File: src/rtl/mbus_pkg.sv
package mbus_pkg;
    // Index of each device in the select, read-data and ready vectors.
    localparam int DEV_ROM   = 0;
    localparam int DEV_RAM   = 1;
    localparam int DEV_KBD   = 2;
    localparam int DEV_PAR   = 3;
    localparam int DEV_TMR   = 4;
    localparam int DEV_SPARE = 5;
    localparam int NMEM      = 2;
    localparam int RSW       = 2;

    // Top two address bits of a memory cycle.
    typedef enum logic [1:0] {
        Q_ROM  = 2'b00,
        Q_GAP  = 2'b01,
        Q_RAM0 = 2'b10,
        Q_RAM1 = 2'b11
    } quad_e;
endpackage

File: src/rtl/mbus_addr_latch.sv
module mbus_addr_latch #(
    parameter int DW = 8
) (
    input  logic          clk,
    input  logic          rst_n,
    input  logic          ale,
    input  logic [DW-1:0] ad_in,
    output logic [DW-1:0] lo_q,
    output logic          valid_q
);
    typedef struct packed {
        logic [DW-1:0] lo;
        logic          valid;
    } lat_t;

    lat_t st_d, st_q;

    always_comb begin
        st_d = st_q;
        if (ale) begin
            st_d.lo    = ad_in;
            st_d.valid = 1'b1;
        end
    end

    always_ff @(posedge clk or negedge rst_n) begin
        if (!rst_n) st_q <= '0;
        else        st_q <= st_d;
    end

    assign lo_q    = st_q.lo;
    assign valid_q = st_q.valid;
endmodule

File: src/rtl/mbus_space_dec.sv
module mbus_space_dec
    import mbus_pkg::*;
#(
    parameter int PSB  = 2,
    localparam int NIO  = 2 ** PSB,
    localparam int NDEV = NMEM + NIO
) (
    input  logic            valid,
    input  logic            io_m,
    input  logic            rd_n,
    input  logic            wr_n,
    input  logic [1:0]      mem_top,
    input  logic [PSB-1:0]  port_top,
    input  logic [RSW-1:0]  port_reg,
    output logic [NDEV-1:0] cs_n,
    output logic [RSW-1:0]  regsel
);
    logic            strobe;
    logic [NDEV-1:0] hit;

    assign strobe = valid & (~rd_n | ~wr_n);

    always_comb begin
        hit[DEV_ROM] = strobe & ~io_m & (quad_e'(mem_top) == Q_ROM);
        hit[DEV_RAM] = strobe & ~io_m & ((quad_e'(mem_top) == Q_RAM0) ||
                                         (quad_e'(mem_top) == Q_RAM1));
    end

    for (genvar g = 0; g < NIO; g++) begin : g_io
        assign hit[NMEM+g] = strobe & io_m & (port_top == PSB'(g));
    end

    assign cs_n = ~hit;

    always_comb begin
        regsel = '0;
        if (hit[DEV_KBD])              regsel = {1'b0, port_reg[0]};
        else if (|hit[NDEV-1:NMEM])    regsel = port_reg;
    end
endmodule

File: src/rtl/mbus_rd_mux.sv
module mbus_rd_mux #(
    parameter int DW   = 8,
    parameter int NDEV = 6
) (
    input  logic [NDEV-1:0]    cs_n,
    input  logic               rd_n,
    input  logic [NDEV*DW-1:0] dev_rdata,
    input  logic [NDEV-1:0]    dev_ready,
    output logic [DW-1:0]      dout,
    output logic               oe,
    output logic               ready
);
    logic          any_sel;
    logic [DW-1:0] pick;
    logic          rdy_pick;

    always_comb begin
        pick     = '0;
        rdy_pick = 1'b0;
        for (int i = 0; i < NDEV; i++) begin
            if (!cs_n[i]) begin
                pick     = pick | dev_rdata[i*DW +: DW];
                rdy_pick = rdy_pick | dev_ready[i];
            end
        end
    end

    assign any_sel = ~&cs_n;
    assign oe      = any_sel & ~rd_n;
    assign dout    = oe ? pick : '0;
    assign ready   = any_sel ? rdy_pick : 1'b1;
endmodule

File: src/rtl/mbus_demux_dec.sv
module mbus_demux_dec
    import mbus_pkg::*;
#(
    parameter int DW  = 8,
    parameter int AW  = 16,
    parameter int PSB = 2,
    localparam int NDEV = NMEM + 2 ** PSB,
    localparam int HW   = AW - DW
) (
    input  logic               clk,
    input  logic               rst_n,
    input  logic [DW-1:0]      ad_in,
    input  logic [HW-1:0]      addr_hi,
    input  logic               ale,
    input  logic               io_m,
    input  logic               rd_n,
    input  logic               wr_n,
    input  logic [NDEV*DW-1:0] dev_rdata,
    input  logic [NDEV-1:0]    dev_ready,
    output logic [AW-1:0]      addr_o,
    output logic [NDEV-1:0]    cs_n,
    output logic [RSW-1:0]     regsel_o,
    output logic [DW-1:0]      dout_o,
    output logic               dout_oe,
    output logic               cpu_ready
);
    logic [DW-1:0] lo_q;
    logic          valid_q;

    mbus_addr_latch #(.DW(DW)) u_lat (
        .clk     (clk),
        .rst_n   (rst_n),
        .ale     (ale),
        .ad_in   (ad_in),
        .lo_q    (lo_q),
        .valid_q (valid_q)
    );

    assign addr_o = {addr_hi, lo_q};

    mbus_space_dec #(.PSB(PSB)) u_dec (
        .valid    (valid_q),
        .io_m     (io_m),
        .rd_n     (rd_n),
        .wr_n     (wr_n),
        .mem_top  (addr_hi[HW-1 -: 2]),
        .port_top (lo_q[DW-1 -: PSB]),
        .port_reg (lo_q[RSW-1:0]),
        .cs_n     (cs_n),
        .regsel   (regsel_o)
    );

    mbus_rd_mux #(.DW(DW), .NDEV(NDEV)) u_mux (
        .cs_n      (cs_n),
        .rd_n      (rd_n),
        .dev_rdata (dev_rdata),
        .dev_ready (dev_ready),
        .dout      (dout_o),
        .oe        (dout_oe),
        .ready     (cpu_ready)
    );
endmodule

File: config.mk
export PLATFORM = sky130hd
export DESIGN_NAME = mbus_demux_dec
export DESIGN_NICKNAME = d
export VERILOG_FILES = /design/src/rtl/mbus_pkg.sv /design/src/rtl/mbus_addr_latch.sv /design/src/rtl/mbus_space_dec.sv /design/src/rtl/mbus_rd_mux.sv /design/src/rtl/mbus_demux_dec.sv
export SDC_FILE = /design/constraint.sdc
export NUM_CORES = 1
export LEC_CHECK = 0
export ABC_AREA = 1
export BUFFER_PORTS_ARGS = -buffer_cell sky130_fd_sc_hd__buf_2
export CORE_MARGIN = 4
export CORE_UTILIZATION = 37
export CTS_CLUSTER_SIZE = 16
export DETAILED_ROUTE_END_ITERATION = 8
export PLACE_DENSITY = 0.87
export SYNTH_ARGS = -nofsm -noshare
export SYNTH_HDL_FRONTEND = slang
export SYNTH_SLANG_ARGS = --single-unit
File: constraint.sdc
create_clock -name clk -period 2.3 [get_ports clk]
set_input_delay 0.46 -clock clk [delete_from_list [all_inputs] [get_ports clk]]
set_output_delay 0.46 -clock clk [all_outputs]
set_load 0.02 [all_outputs]
==> results.md, run 1 <==
- Status: finished, final reports clean
- Number of global-route vias before repair: 1114
- Slew @ Worst Pin: 363 ps
- Total Power: 0.562 mW
- CTS Root Cell: clkbuf_4
- Post-route ant nets: 0
- Die Y: ~59 microns
- First-pass GRT wire length: around 4.7 mm
- Min cycle time layout: ~2200 ps
- Clk_lat worst skew: between 200 and 300 ps
- Worst path max stage delay: about 430 ps
- Synth Register Bits: 9
- Average size of a mapped cell: 6.25 sq um
- Synthesized area: ~1000 sq um
- Critical Path End Type: output port
- Setup Skew: 0 ps
- H-tree levels: 1
- Worst hold slack: 28.0 ps
- Yosys top cell by area: nand2_1
- CP max FO: 12
- Most common cell after layout, fill and taps aside: buf_2
- Hold crit path type: in -> async
- Worst Path Required: ~1800 ps
- Overflow after GRT: 0
- Initial antenna violation count: 0
- DIE AREA: ~0.0035 sq mm
- Iter 0 DRT Violations: between 40 and 50
- Register area share after synthesis: 23.0%
- Avg WL per Cell: around 12 microns
- Most frequent cells in the layout: buf_2, nand2_1, nand3_1
- FP Rows: 18
- Yosys warning count: 0
- Clock slew at reported path FFs: about 60 ps
- Syn Inst Count: about 160
- GP Congestion: between 0.6 and 0.7
- Leak pwr: between 0.8 and 0.9 nW
- Netlist cell types: 21
- Global Route Usage Sum: 17.3%
- Post-synth top area share: 24.5%
- Worst slew margin: between 70% and 80%
- Post-CTS Hold Buffers: 0
- Fin Setup TNS: 0 ps
- DR vias/cell: ~4.5
- Final Cycle Share: roughly 94%
- Final setup violation count: 0
- Core area: 0.00250 sq mm
- Critical-path top delay cell: dfrtp_1
- Maxcap violations: 0
- WP buf/inv: 1
- IO Pins: 110
- Peak supply drop: between 0.5 and 0.6 mV
- Initial core utilization: between 30% and 40%
- Drt first pass iters: 4
- Total CTS buffers: 3
- DRC: 0
- Clock sinks: 9
- Area contributors post-synth: nand2_1, dfrtp_1, nand3_1, buf_4, nor2_2
- PwrDens: around 380 mW/mm^2
- WP data arrival: about 1700 ps
- CTS max path bufs: 2
- Post-synth net total: around 230
- Final Max Slew Viols: 0
- Critical path class: reg -> out
- Syn-to-layout area delta: 50.0%
- Fmax: 463 MHz
- Final Hold Fails: 0
- DRT Wirelength: about 3.2 mm
- Critical Path Start Type: flip-flop
- Number of post-CTS setup repair buffers: 0
- Net count, final: approximately 330
- Fillers: about 280
- Crit-path leading delay family: simple AND/OR/NAND/NOR gates
- Final Core Density: a little under 60%
- Die span in x: slightly below 60 microns
- Antenna Cells: 0
- Critical-path cell list: nand3_2 > nor2_4 > o21bai_4 > nor2_2 > buf_2
- Resized cells post-CTS: 0
- Proportion of layout cells with a drive suffix above 1: about half
- Buffers on Ports: a little under 100
- CTS tree: yes
- RSZ-0062 raised after global routing: no
- Largest net degree at the start of global routing: 14
- Vias: about 1300
- DP HPWL: 2.75 mm
[power breakdown]
part / internal [mW] / leakage (nW) / switching (mW)
sequential: 0.172 / 0.104 / 0.00781
clock: 0.0644 / 0.0177 / 0.0601
combinational: 0.108 / 0.725 / 0.150
total: 0.345 / 0.846 / 0.218
[final cells by class]
cell class,instances,area [sq um],share of cell area [%]
clock buffer,3,22.5,1.53
inverter,14,55.1,3.74
sequential,9,225,15.3
timing repair buffer,100,508,34.5
clock inverter,1,5.00,0.340
multi-input combinational,123,618,42.0
tap,30,37.5,2.55
[metal layers]
metal	GRT usage (%)	routed length (microns)
met2	33.4	1660
met4	5.38	32
met5	0	0
met3	5.23	399
met1	17.3	1150
[through the flow]
stage | setup WS, ps | instance area [sq um] | instances
final | 141 | 1470 | 280
after global routing | 21.4 | 1470 | 280
after CTS | 133 | 1470 | 280
after detailed placement | 180 | 1440 | 276
after global placement | 211 | 1440 | 276
after floorplan | 408 | 981 | 157
[cell usage after synthesis, drive strengths merged]
cell type,instances
buf,10
clkbuf,1
dfrtp,9
inv,14
mux2,4
nand2,65
nand3,19
nor2,27
nor3,1
o21ai,4
o21bai,1
or2,2
[final timing paths]
check,startpoint,endpoint,slack [ps],cells after the start
max,u_lat.valid_q$_DFFE_PN0P_,dout_o[0],140,5
min,rst_n,u_lat.lo_q[2]$_DFFE_PN0P_,30,1
min in group clk,ad_in[0],u_lat.lo_q[0]$_DFFE_PN0P_,390,3
min reg2reg,u_lat.lo_q[4]$_DFFE_PN0P_,u_lat.lo_q[4]$_DFFE_PN0P_,510,1
max in group asynchronous,rst_n,u_lat.lo_q[6]$_DFFE_PN0P_,2100,1
max reg2reg,u_lat.valid_q$_DFFE_PN0P_,u_lat.valid_q$_DFFE_PN0P_,1440,1
[state kept, by name (all words and copies together) (netlist names)]
signal	count
u_lat.lo_q	8
u_lat.valid_q	1
[cell families after synthesis]
logic type	after synthesis	share of synthesized area (%)
AOI/OAI and AO/OA	5	3.95
buffers and inverters	25	14.0
DFF	9	23.0
muxes	4	4.59
and+or+nand+nor	114	54.5
(Power assumes the default switching activity.)
==> run 2: changes to the inputs <==
CORE_UTILIZATION = 34   (was 37)
PLACE_DENSITY = 0.81   (was 0.87)
clock period = 2.18 ns   (was 2.3 ns; I/O delays follow)
==> run 2 against run 1 <==
  * Register-to-register slack worse by 120 ps
  * Critical path type unchanged
  * First-iteration DRC count down 29%
  * Wire length up 1.9%
==> results.md, run 2 (same netlist as run 1, synthesis figures left out) <==
- Status: finished, final reports clean
- Final Cycle Share: 95.1%
- Maxcap violations: 0
- DP HPWL: 2.77 mm
- Peak supply drop: 0.390 mV
- Clock slew at reported path FFs: ~60 ps
- Buffers on Ports: slightly below 100
- CTS tree: yes
- Most common cell after layout, fill and taps aside: buf_2
- Worst Path Required: between 1500 and 2000 ps
- IO Pins: 110
- Overflow after GRT: 0
- Critical Path Start Type: flip-flop
- Flip-flop count of the largest register after layout: 8
- Fin Setup TNS: 0 ps
- Critical Path End Type: output port
- Final Max Slew Viols: 0
- First-pass GRT wire length: approximately 4.7 mm
- Dpl cell area: ~0.0015 sq mm
- Fmax: between 400 and 500 MHz
- Critical-path cell list: nand3_2 > nor2_4 > buf_4 > o21bai_4 > nor2_2 > buf_2
- Post-CTS Hold Buffers: 0
- Vias: ~1300
- Setup Skew: 0 ps
- CP max FO: 9
- DR vias/cell: ~4.5
- Clk_lat worst skew: 250 ps
- RSZ-0062 raised after global routing: no
- Proportion of layout cells with a drive suffix above 1: between 50% and 60%
- Iter 0 DRT Violations: 30
- Drt first pass iters: 4
- DIE AREA: 0.00381 sq mm
- Avg WL per Cell: about 11 microns
- Global Route Usage Sum: approximately 16%
- H-tree levels: 1
- Hold crit path type: in -> async
- Min cycle time layout: 2070 ps
- Antenna Cells: 0
- Clock sinks: 9
- Core area: between 0.002 and 0.003 sq mm
- DRC: 0
- Worst slew margin: roughly three quarters
- Total CTS buffers: 3
- Number of global-route vias before repair: around 1200
- Worst path max stage delay: about 430 ps
- Most frequent cells in the layout: buf_2, nand2_1, nand3_1
- Final Cell Area: between 0.0015 and 0.002 sq mm
- GP Congestion: around 0.65
- Resized cells post-CTS: 0
- WP data arrival: between 1500 and 2000 ps
- Initial antenna violation count: 0
- Final setup violation count: 0
- FP Rows: 19
- Post-route ant nets: 0
- Syn-to-layout area delta: 59.2%
- Die Y: between 60 and 70 microns
- DRT Wirelength: 3.31 mm
- CTS max path bufs: 2
- Crit-path leading delay family: flip-flops
- Number of post-CTS setup repair buffers: 0
- WP buf/inv: 2
- PwrDens: a little under 400 mW/mm^2
- CTS Root Cell: clkbuf_4
- Critical-path top delay cell: dfrtp_1
- Critical path class: reg -> out
- Net count, final: about 330
- Initial core utilization: 35.6%
- Largest net degree at the start of global routing: 14
- Die span in x: 61.7 microns
- Slew @ Worst Pin: about 360 ps
- Final Hold Fails: 0
- Leak pwr: 0.890 nW
run 2: changes by cell type in the layout (fill, tap and decap cells not counted), sizes merged:
cell    previous run  this run
buf              100       107
clkbuf             3         4
clkinv             1         0
run 2: area by class of cell:
cell class / count / area, sq um
Fill cell: 304 / 1200
Multi-Input combinational cell: 123 / 618
Timing Repair Buffer: 107 / 598
Sequential cell: 9 / 225
Inverter: 14 / 55.1
Tap cell: 31 / 38.8
Clock buffer: 4 / 26.3
run 2: layer usage:
layer / vias to the layer above / share of wire, % / global-route usage (%)
li1: 679 / - / -
met1: 543 / 37 / 17.0
met2: 62 / 48 / 30.6
met3: 8 / 13 / 2.89
met4: 0 / 2.1 / 8.79
met5: - / 0 / 0
run 2: final timing paths:
path	slack, ps	startpoint	to	cells after the start
min in group clk	380	ad_in[6]	u_lat.lo_q[6]$_DFFE_PN0P_	3
worst max-delay path	110	u_lat.valid_q$_DFFE_PN0P_	dout_o[7]	6
max in group asynchronous	1980	rst_n	u_lat.lo_q[7]$_DFFE_PN0P_	1
worst min register to register	510	u_lat.lo_q[3]$_DFFE_PN0P_	u_lat.lo_q[3]$_DFFE_PN0P_	1
worst max register to register	1320	u_lat.valid_q$_DFFE_PN0P_	u_lat.valid_q$_DFFE_PN0P_	1
worst min-delay path	20	rst_n	u_lat.lo_q[4]$_DFFE_PN0P_	1
run 2: per-stage QoR:
stage / instances / setup slack (ps) / hold slack, ps / total power, mW / utilization [%]
final: 288 / 107 / 21.0 / 0.602 / 56.6
after global routing: 288 / 18.3 / 19.3 / 0.649 / 56.6
after global placement: 279 / 105 / 292 / 0.472 / 53.9
after CTS: 283 / 44.1 / 16.4 / 0.605 / 54.8
after detailed placement: 279 / 68.2 / 298 / 0.477 / 53.9
after floorplan: 157 / 336 / 140 / 0.367 / -
run 2: report_power, final:
| part | total, mW | switching [mW] | internal (mW) |
|---|---|---|---|
| Sequential | 0.190 | 0.00836 | 0.181 |
| Clock | 0.124 | 0.0537 | 0.0702 |
| Combinational | 0.288 | 0.161 | 0.127 |
| Total | 0.602 | 0.223 | 0.379 |
